<file path="src/rtl/gain_stage_pkg.sv">
package gain_stage_pkg;

    typedef enum logic [1:0] {
        RAMP_HOLD = 2'd0,
        RAMP_UP   = 2'd1,
        RAMP_DOWN = 2'd2
    } ramp_dir_e;

    typedef struct packed {
        logic       silence;
        logic       flip;
    } shared_ctl_t;

    function automatic ramp_dir_e pick_dir(input int unsigned cur, input int unsigned tgt);
        if (cur < tgt)      return RAMP_UP;
        else if (cur > tgt) return RAMP_DOWN;
        else                return RAMP_HOLD;
    endfunction

endpackage

</file>
<file path="src/rtl/gain_ramp.sv">
module gain_ramp
    import gain_stage_pkg::*;
#(
    parameter int GAIN_W = 14
) (
    input  logic              clk,
    input  logic              rst,
    input  logic              step,
    input  logic [GAIN_W-1:0] vol,
    input  logic              silence,
    output logic [GAIN_W:0]   gain
);
    localparam logic [GAIN_W:0] UNITY = {1'b1, {GAIN_W{1'b0}}};
    localparam logic [GAIN_W:0] ONE   = {{GAIN_W{1'b0}}, 1'b1};

    logic [GAIN_W:0] target;
    ramp_dir_e       dir;

    always_comb begin
        if (silence)   target = '0;
        else if (&vol) target = UNITY;
        else           target = {1'b0, vol};
        dir = pick_dir(int'(gain), int'(target));
    end

    always_ff @(posedge clk) begin
        if (rst) begin
            gain <= UNITY;
        end else if (step) begin
            case (dir)
                RAMP_UP:   gain <= gain + ONE;
                RAMP_DOWN: gain <= gain - ONE;
                default:   gain <= gain;
            endcase
        end
    end
endmodule

</file>
<file path="src/rtl/frame_scaler.sv">
module frame_scaler #(
    parameter int DATA_W = 24,
    parameter int GAIN_W = 14
) (
    input  logic              clk,
    input  logic              rst,
    input  logic              load,
    input  logic [DATA_W-1:0] sample,
    input  logic [GAIN_W:0]   gain,
    input  logic              flip,
    output logic [DATA_W-1:0] result
);
    localparam int PW = DATA_W + GAIN_W + 2;
    localparam logic signed [PW-1:0] HALF = {{(PW-1){1'b0}}, 1'b1} << (GAIN_W - 1);
    localparam logic signed [PW-1:0] MAXV = {{(PW-DATA_W+1){1'b0}}, {(DATA_W-1){1'b1}}};
    localparam logic signed [PW-1:0] MINV = {{(PW-DATA_W+1){1'b1}}, {(DATA_W-1){1'b0}}};

    logic signed [PW-1:0] xs, gs, prod, scaled, signed_v, limited;

    always_comb begin
        xs       = {{(PW-DATA_W){sample[DATA_W-1]}}, sample};
        gs       = {{(PW-GAIN_W-1){1'b0}}, gain};
        prod     = xs * gs;
        scaled   = (prod + HALF) >>> GAIN_W;
        signed_v = flip ? -scaled : scaled;
        if (signed_v > MAXV)      limited = MAXV;
        else if (signed_v < MINV) limited = MINV;
        else                      limited = signed_v;
    end

    always_ff @(posedge clk) begin
        if (rst)       result <= '0;
        else if (load) result <= limited[DATA_W-1:0];
    end
endmodule

</file>
<file path="src/rtl/zero_watch.sv">
module zero_watch #(
    parameter int DATA_W   = 24,
    parameter int ZERO_RUN = 1024
) (
    input  logic              clk,
    input  logic              rst,
    input  logic              load,
    input  logic [DATA_W-1:0] left,
    input  logic [DATA_W-1:0] right,
    output logic              flag
);
    localparam int CNT_W = $clog2(ZERO_RUN + 2);
    localparam logic [CNT_W-1:0] LIMIT = CNT_W'(ZERO_RUN + 1);

    logic [CNT_W-1:0] run_q, run_n;
    logic             quiet;

    always_comb begin
        quiet = (left == '0) && (right == '0);
        if (!quiet)             run_n = '0;
        else if (run_q < LIMIT) run_n = run_q + 1'b1;
        else                    run_n = run_q;
    end

    always_ff @(posedge clk) begin
        if (rst) begin
            run_q <= '0;
            flag  <= 1'b0;
        end else if (load) begin
            run_q <= run_n;
            flag  <= (run_n == LIMIT);
        end
    end
endmodule

</file>
<file path="src/rtl/stereo_gain_stage.sv">
module stereo_gain_stage
    import gain_stage_pkg::*;
#(
    parameter int DATA_W   = 24,
    parameter int GAIN_W   = 14,
    parameter int ZERO_RUN = 1024
) (
    input  logic              clk,
    input  logic              rst,
    input  logic              in_vld,
    input  logic [DATA_W-1:0] in_left,
    input  logic [DATA_W-1:0] in_right,
    input  logic [GAIN_W-1:0] vol_left,
    input  logic [GAIN_W-1:0] vol_right,
    input  logic              soft_mute,
    input  logic              mute_pin,
    input  logic              invert,
    output logic              out_vld,
    output logic [DATA_W-1:0] out_left,
    output logic [DATA_W-1:0] out_right,
    output logic              zero_flag
);
    localparam int NCH = 2;

    shared_ctl_t       ctl;
    logic [DATA_W-1:0] ch_in  [NCH];
    logic [DATA_W-1:0] ch_out [NCH];
    logic [GAIN_W-1:0] ch_vol [NCH];
    logic [GAIN_W:0]   ch_gain[NCH];
    logic [GAIN_W:0]   gain_l, gain_r;

    always_comb begin
        ctl.silence = soft_mute | mute_pin;
        ctl.flip    = invert;
        ch_in[0]    = in_left;
        ch_in[1]    = in_right;
        ch_vol[0]   = vol_left;
        ch_vol[1]   = vol_right;
    end

    for (genvar c = 0; c < NCH; c++) begin : g_ch
        gain_ramp #(.GAIN_W(GAIN_W)) u_ramp (
            .clk    (clk),
            .rst    (rst),
            .step   (in_vld),
            .vol    (ch_vol[c]),
            .silence(ctl.silence),
            .gain   (ch_gain[c])
        );
        frame_scaler #(.DATA_W(DATA_W), .GAIN_W(GAIN_W)) u_scale (
            .clk    (clk),
            .rst    (rst),
            .load   (in_vld),
            .sample (ch_in[c]),
            .gain   (ch_gain[c]),
            .flip   (ctl.flip),
            .result (ch_out[c])
        );
    end

    zero_watch #(.DATA_W(DATA_W), .ZERO_RUN(ZERO_RUN)) u_zero (
        .clk  (clk),
        .rst  (rst),
        .load (in_vld),
        .left (in_left),
        .right(in_right),
        .flag (zero_flag)
    );

    always_ff @(posedge clk) begin
        if (rst) out_vld <= 1'b0;
        else     out_vld <= in_vld;
    end

    assign out_left  = ch_out[0];
    assign out_right = ch_out[1];
    assign gain_l    = ch_gain[0];
    assign gain_r    = ch_gain[1];
endmodule

</file>
<file path="config.mk">
export PLATFORM = sky130hd
export DESIGN_NAME = stereo_gain_stage
export DESIGN_NICKNAME = d
export VERILOG_FILES = /design/src/rtl/gain_stage_pkg.sv /design/src/rtl/gain_ramp.sv /design/src/rtl/frame_scaler.sv /design/src/rtl/zero_watch.sv /design/src/rtl/stereo_gain_stage.sv
export SDC_FILE = /design/constraint.sdc
export NUM_CORES = 2
export LEC_CHECK = 0
export ABC_CLOCK_PERIOD_IN_PS = 18200
export BUFFER_PORTS_ARGS = -buffer_cell sky130_fd_sc_hd__buf_2
export CAP_MARGIN = 40
export CORE_MARGIN = 3
export CORE_UTILIZATION = 35
export CTS_BUF_LIST = sky130_fd_sc_hd__clkbuf_4
export DETAILED_ROUTE_END_ITERATION = 6
export SYNTH_ARGS = -nofsm -noshare
export SYNTH_HDL_FRONTEND = slang
export SYNTH_SLANG_ARGS = --single-unit
export TNS_END_PERCENT = 20
</file>
<file path="constraint.sdc">
create_clock -name clk -period 18.2 [get_ports clk]
set_input_delay 1.82 -clock clk [delete_from_list [all_inputs] [get_ports clk]]
set_output_delay 1.82 -clock clk [all_outputs]
set_load 0.01 [all_outputs]
</file>
* Word-level counts from Yosys, hierarchy flattened
Cells that the tools add are included.
Word-level totals: bits in registers 91, bits of input ports 82, output and inout port bits 50, logic and storage cells 60
Operators by class: $add $sub $neg 9, $mul 2, $lt $le $gt $ge 9, eq/ne operators 5, mux-type cells 18, bitwise operators 1, reduce and logical (&&, ||, !) cells 9
Operators with widths (number):
- 24-bit 2-to-1 mux | 4
- 40-bit by 15-bit adder with 40-bit output, second input constant | 2
- 40-bit by 24-bit > comparator with 1-bit output, second input constant | 2
- 40-bit by 24-bit less-than comparator with 1-bit output, second input constant | 2
- 24-bit by 16-bit multiplier with 40-bit output | 2
- 40-bit 2-to-1 mux | 2
- 26-bit negator with 40-bit output | 2
- 15-bit 2-to-1 mux | 4
- 15-bit case mux with 2 select lines | 2
- 24-bit logical NOT | 2
- 15-bit by 1-bit adder with 15-bit output, second input constant | 2
- 15-bit > comparator | 2
- 15-bit less-than comparator | 2
- 15-bit by 1-bit subtractor with 15-bit output, second input constant | 2
- 14-bit AND reduction | 2
- 11-bit 2-to-1 mux | 2
- 11-bit by 1-bit adder with 11-bit output, second input constant | 1
- 11-bit == test, second input constant | 1
- 11-bit less-than comparator, second input constant | 1
- 2-bit 2-to-1 mux | 4
- 2-bit by 1-bit == test with 1-bit output, second input constant | 2
- 2-bit == test, second input constant | 2
- 2-bit AND reduction | 2
- 2-bit nonzero test | 2
- other kinds (2) | 2

* Depth between registers and ports, before layout
depth after elaboration 9, depth in mapped cells 30, depth with buffers taken out 29

* Cells and area by module
From an unflattened synthesis, not the netlist that was laid out.
Second synthesis, totals: cell total of the unflattened synthesis 4100, area, all modules 35519.1 um^2
By module, submodules not included:
- frame_scaler (g_ch[1].u_scale) | instances 1, cells each 1796, area an instance 15768.9 um^2
- frame_scaler (g_ch[0].u_scale) | instances 1, cells each 1764, area an instance 15514.9 um^2
- gain_ramp | instances 2, cells each 205, area an instance 1641.6 um^2
- zero_watch | instances 1, cells each 127, area an instance 919.6 um^2
- stereo_gain_stage | instances 1, cells each 3, area an instance 32.5 um^2

* Worst setup path after synthesis
OpenSTA, ideal clock, no wires.
path kind input-to-reg, start input in_left[9], end register g_ch[0].u_scale.result[10], data arrival time 8.733 ns, data required time 18.054 ns, slack 9.321 ns, cell stages on the path 26, cell sequence clkbuf_1 > and2_1 > fa_1 > inv_1 > fa_1 > fa_1 > inv_1 > fa_1 > fa_1 > inv_1 > fa_1 > inv_1 > ha_1 > buf_4 > o21a_1 > a21o_1 > a2111oi_4 > a21oi_1 > o211a_1 > or3_4 > a211o_4 > nor2_4 > mux2_4 > a311oi_4 > buf_6 > a211oi_2
Between the ends: cells in the longest elaborated chain, start to end 7, elaborated cells between the ends (all ways) 8, those cells by class add/sub: 2; mul: 1; order compare: 2; mux: 3
Ends and longest elaborated chain:
- start: declaration | RTL line stereo_gain_stage.sv:11 | input logic [DATA_W-1:0] in_left,
- 24-bit by 16-bit multiplier with 40-bit output (*) | RTL line frame_scaler.sv:23 | prod = xs * gs;
- 40-bit by 15-bit adder with 40-bit output (*) | RTL line frame_scaler.sv:24 | scaled = (prod + HALF) >>> GAIN_W;
- 26-bit negator with 40-bit output | RTL line frame_scaler.sv:25 | signed_v = flip ? -scaled : scaled;
- 40-bit 2-to-1 mux (*) | RTL line frame_scaler.sv:25
- 40-bit by 24-bit less-than comparator with 1-bit output | RTL line frame_scaler.sv:27 | else if (signed_v < MINV) limited = MINV;
- 24-bit 2-to-1 mux | RTL line frame_scaler.sv:27
- 24-bit 2-to-1 mux (*) | RTL line frame_scaler.sv:26 | if (signed_v > MAXV) limited = MAXV;
- end signal: assignment | RTL line frame_scaler.sv:33 | else if (load) result <= limited[DATA_W-1:0];
- end: declaration | RTL line frame_scaler.sv:11 | output logic [DATA_W-1:0] result
Every way passes the cells marked *; elsewhere a longest branch is shown, timed or not. A chain may end at the register's enable or synchronous reset.

* Worst setup path in the final report
start input in_left[3], end register g_ch[0].u_scale.result[1]
The elaborated chain is that of the path after synthesis.

==> results.toml <==
[timing]
final.setup.tns_ns = 0
slew_violations = 0
hold_viol = 0
layout_min_cycle_time_ns = 9.372
worst_margin_slew_ns = 0.7876
rsz0062_at_grt = "false"
period_share_pct = 51.49
maxClockFrequency_mhz = 106.7
worst_clock_skew_ns = 0.02847
slew_headroom_pct = 47.14
total_of_endpoints_with_negative_setup_slack_in_the_final_report = 0

[global_routing]
groute.layer.met1.usage_pct = 25.43
global_route.peak_usage_layer = "met2"
via_count_of_the_first_global_routing_pass = 27280
total_congestion_overflow_after_global_routing = 0
grtUsageMet2_pct = 29.43
grt_first_pass_wirelength_mm = 148.1
grt_util_met3_pct = 2.652
track_usage_pct = 18.05
antenna_found_initial = 4
pin_count_of_the_biggest_net_entering_global_routing = 67

[routing]
finalWirelength_mm = 88.86
viasPerCell = 5.003
dr.first_iter.drc_count = 1492
detail-route-antenna-nets = 0
dr.pass1.iters = 5
detail_route.wl_per_cell_microns = 17.05
vias = 26070
drcViolationCount = 0

[logic_synthesis]
synth_area_sq_mm = 0.03407
library_cell_with_the_largest_summed_area_after_synthesis = "fa_1"
synthDistinctLibCells = 99
post_synth_main_area_contributors = "fa_1 (41%), ha_1 (11%), inv_1 (8.9%)"
synth.yosys.seq_area_share_pct = 5.347
synth_top_cell_area_share_pct = 41.13
synth.net_count = 5000
synthMostInstantiatedCell = "inv_1"
yosys_register_bits = 91
synth_edf_count = 0
mean_instance_size_in_the_synthesized_netlist_sq_um = 8.685
synthTopCellsByCount = "inv_1 (807), fa_1 (700), nand2_1 (546)"
synth_cells = 3923
synth_flop_cell = "dfxtp_1"
synthesis.yosys.warnings = 0
async_flop_share_pct = 0

[die]
top_level_ports = 132
chipHeight_microns = 318.0
standard_cell_rows = 113
dieArea_sq_mm = 0.1011
die_w_microns = 318.0
starting_density_of_the_core_pct = 35.60
core_area_sq_mm = 0.09572

[cts]
clkSlewWorstSetupHoldPaths_ns = 0.17
clk_sinks = 91
cts-htree-levels = 3
clk_latency_ns = 0.51
tritoncts = "done"
cts-buffers-inserted = 9
post_cts_resized = 0
post-cts-setup-buffer-count = 0
post_cts_hold_buffer_count = 0
max-clock-path-buffers = 2
ctsRootBufferMaster = "clkbuf_4"

[worst_setup_path]
worstReg2RegStart = "g_ch[0].u_ramp.gain[9]"
worstSetupEndpointType = "register"
data_arrival_time_of_the_critical_path_ns = 9.76
critPathKind = "in2reg"
timing.critical_path.from_type = "input port"
critical_path.max_fanout = 23
critical_path_startpoint = "in_left[3]"
critPathRequiredTime_ns = 18.58

[placed_design]
place.detailed.instances = 5196
hpwl_mm = 73.85
globalplace.congestion = 0.8898
buffer_ports.inserted = 131

[final_layout]
fillCellCount = 9769
areaGrowthSynthToFinish_pct = 6.162
stdcell_count = 5212
fin_nets = 5019
multi_input_area_sq_mm = 0.02852
antenna_cells = 0
share_of_post_route_cells_with_drive_strength_above_1_pct = 6.613
layout.area.seq_sq_mm = 0.001822

[hold_path]
min-delay-path-class = "reg2reg"
hold_path.startpoint = "u_zero.flag"

[outcome]
run_status = "completed"

[run]
drv_cap = 0
## layer usage
| metal | routed length [microns] | up-vias | share of wire (%) |
|---|---|---|---|
| met5 | 13 | - | 0.015 |
| met4 | 2286 | 2 | 2.6 |
| met3 | 4761 | 97 | 5.4 |
| met2 | 41040 | 590 | 46 |
| met1 | 40760 | 13220 | 46 |
| li1 | - | 12170 | - |
## per-stage QoR
| stage | hold slack, ns | worst slack [ns] | instance area (sq um) | utilization, % |
|---|---|---|---|---|
| after floorplan | 0.4848 | 9.321 | 34070 | - |
| after global placement | 0.4503 | 8.104 | 35890 | 37.49 |
| after detailed placement | 0.4591 | 8.358 | 36010 | 37.62 |
| after CTS | 0.4863 | 8.931 | 36170 | 37.79 |
| after global routing | 0.4993 | 8.514 | 36170 | 37.79 |
| final | 0.4771 | 8.828 | 36170 | 37.79 |
## final timing paths
check	slack (ns)	to	cells past startpoint
min reg2reg	0.48	u_zero.flag	2
max reg2reg	9.57	g_ch[0].u_scale.result[1]	27
max	8.83	g_ch[0].u_scale.result[1]	26
min	0.48	u_zero.flag	2
## kinds of logic after synthesis
kind of cell | share of synthesized area [%]
adder cells (fa/ha/maj) | 51.96
buffers and inverters | 10.94
AND/OR/NAND/NOR | 17.77
XOR/XNOR | 3.415
multiplexers | 0.9658
AO/OA/AOI/OAI | 9.603
flip-flops | 5.347
## layout make-up
cell class                 instances  share of cell area (%)
clock buffer                       9                  0.1868
clock inverter                     7                  0.2525
inverter                         807                   8.374
multi-input combinational       2855                   78.85
sequential                        91                   5.036
tap                             1265                   4.376
timing repair buffer             178                   2.923
## worst max-delay path: stages
cell and delay (ns):
buf_2 0.23, and2_1 0.23, fa_1 0.53, inv_1 0.05, fa_1 0.49, inv_1 0.06
fa_1 0.53, fa_1 0.53, fa_1 0.55, inv_1 0.06, fa_1 0.53, inv_1 0.04
ha_1 0.43, a21oi_1 0.42, o21a_1 0.20, o22ai_1 0.17, o21ba_1 0.29, o32ai_1 0.39
xnor2_1 0.21, or3_4 0.43, a211o_4 0.32, nor2_4 0.11, mux2_4 0.32, a311oi_4 0.28
buf_4 0.40, a211oi_1 0.14
## cell usage in the layout (no fill, tap or decap), types with 38 or more instances in the layout
cell type	instances
inv_1	807
fa_1	700
nand2_1	546
and2_1	360
ha_1	295
buf_2	133
nor2_1	130
a21oi_1	115
xnor2_1	92
dfxtp_1	91
o21ai_0	81
xor2_1	39
buf_4	38
## sequential cells by signal (all words and copies together), names as in the netlist
register / flops
g_ch.u_scale.result: 48
u_zero.run_q: 11
g_ch.u_ramp.gain: 30
out_vld: 1
u_zero.flag: 1
Power is left out: the tool's default activity adds up to more than one toggle a clock period on the data nets, which glitch-free logic cannot reach.
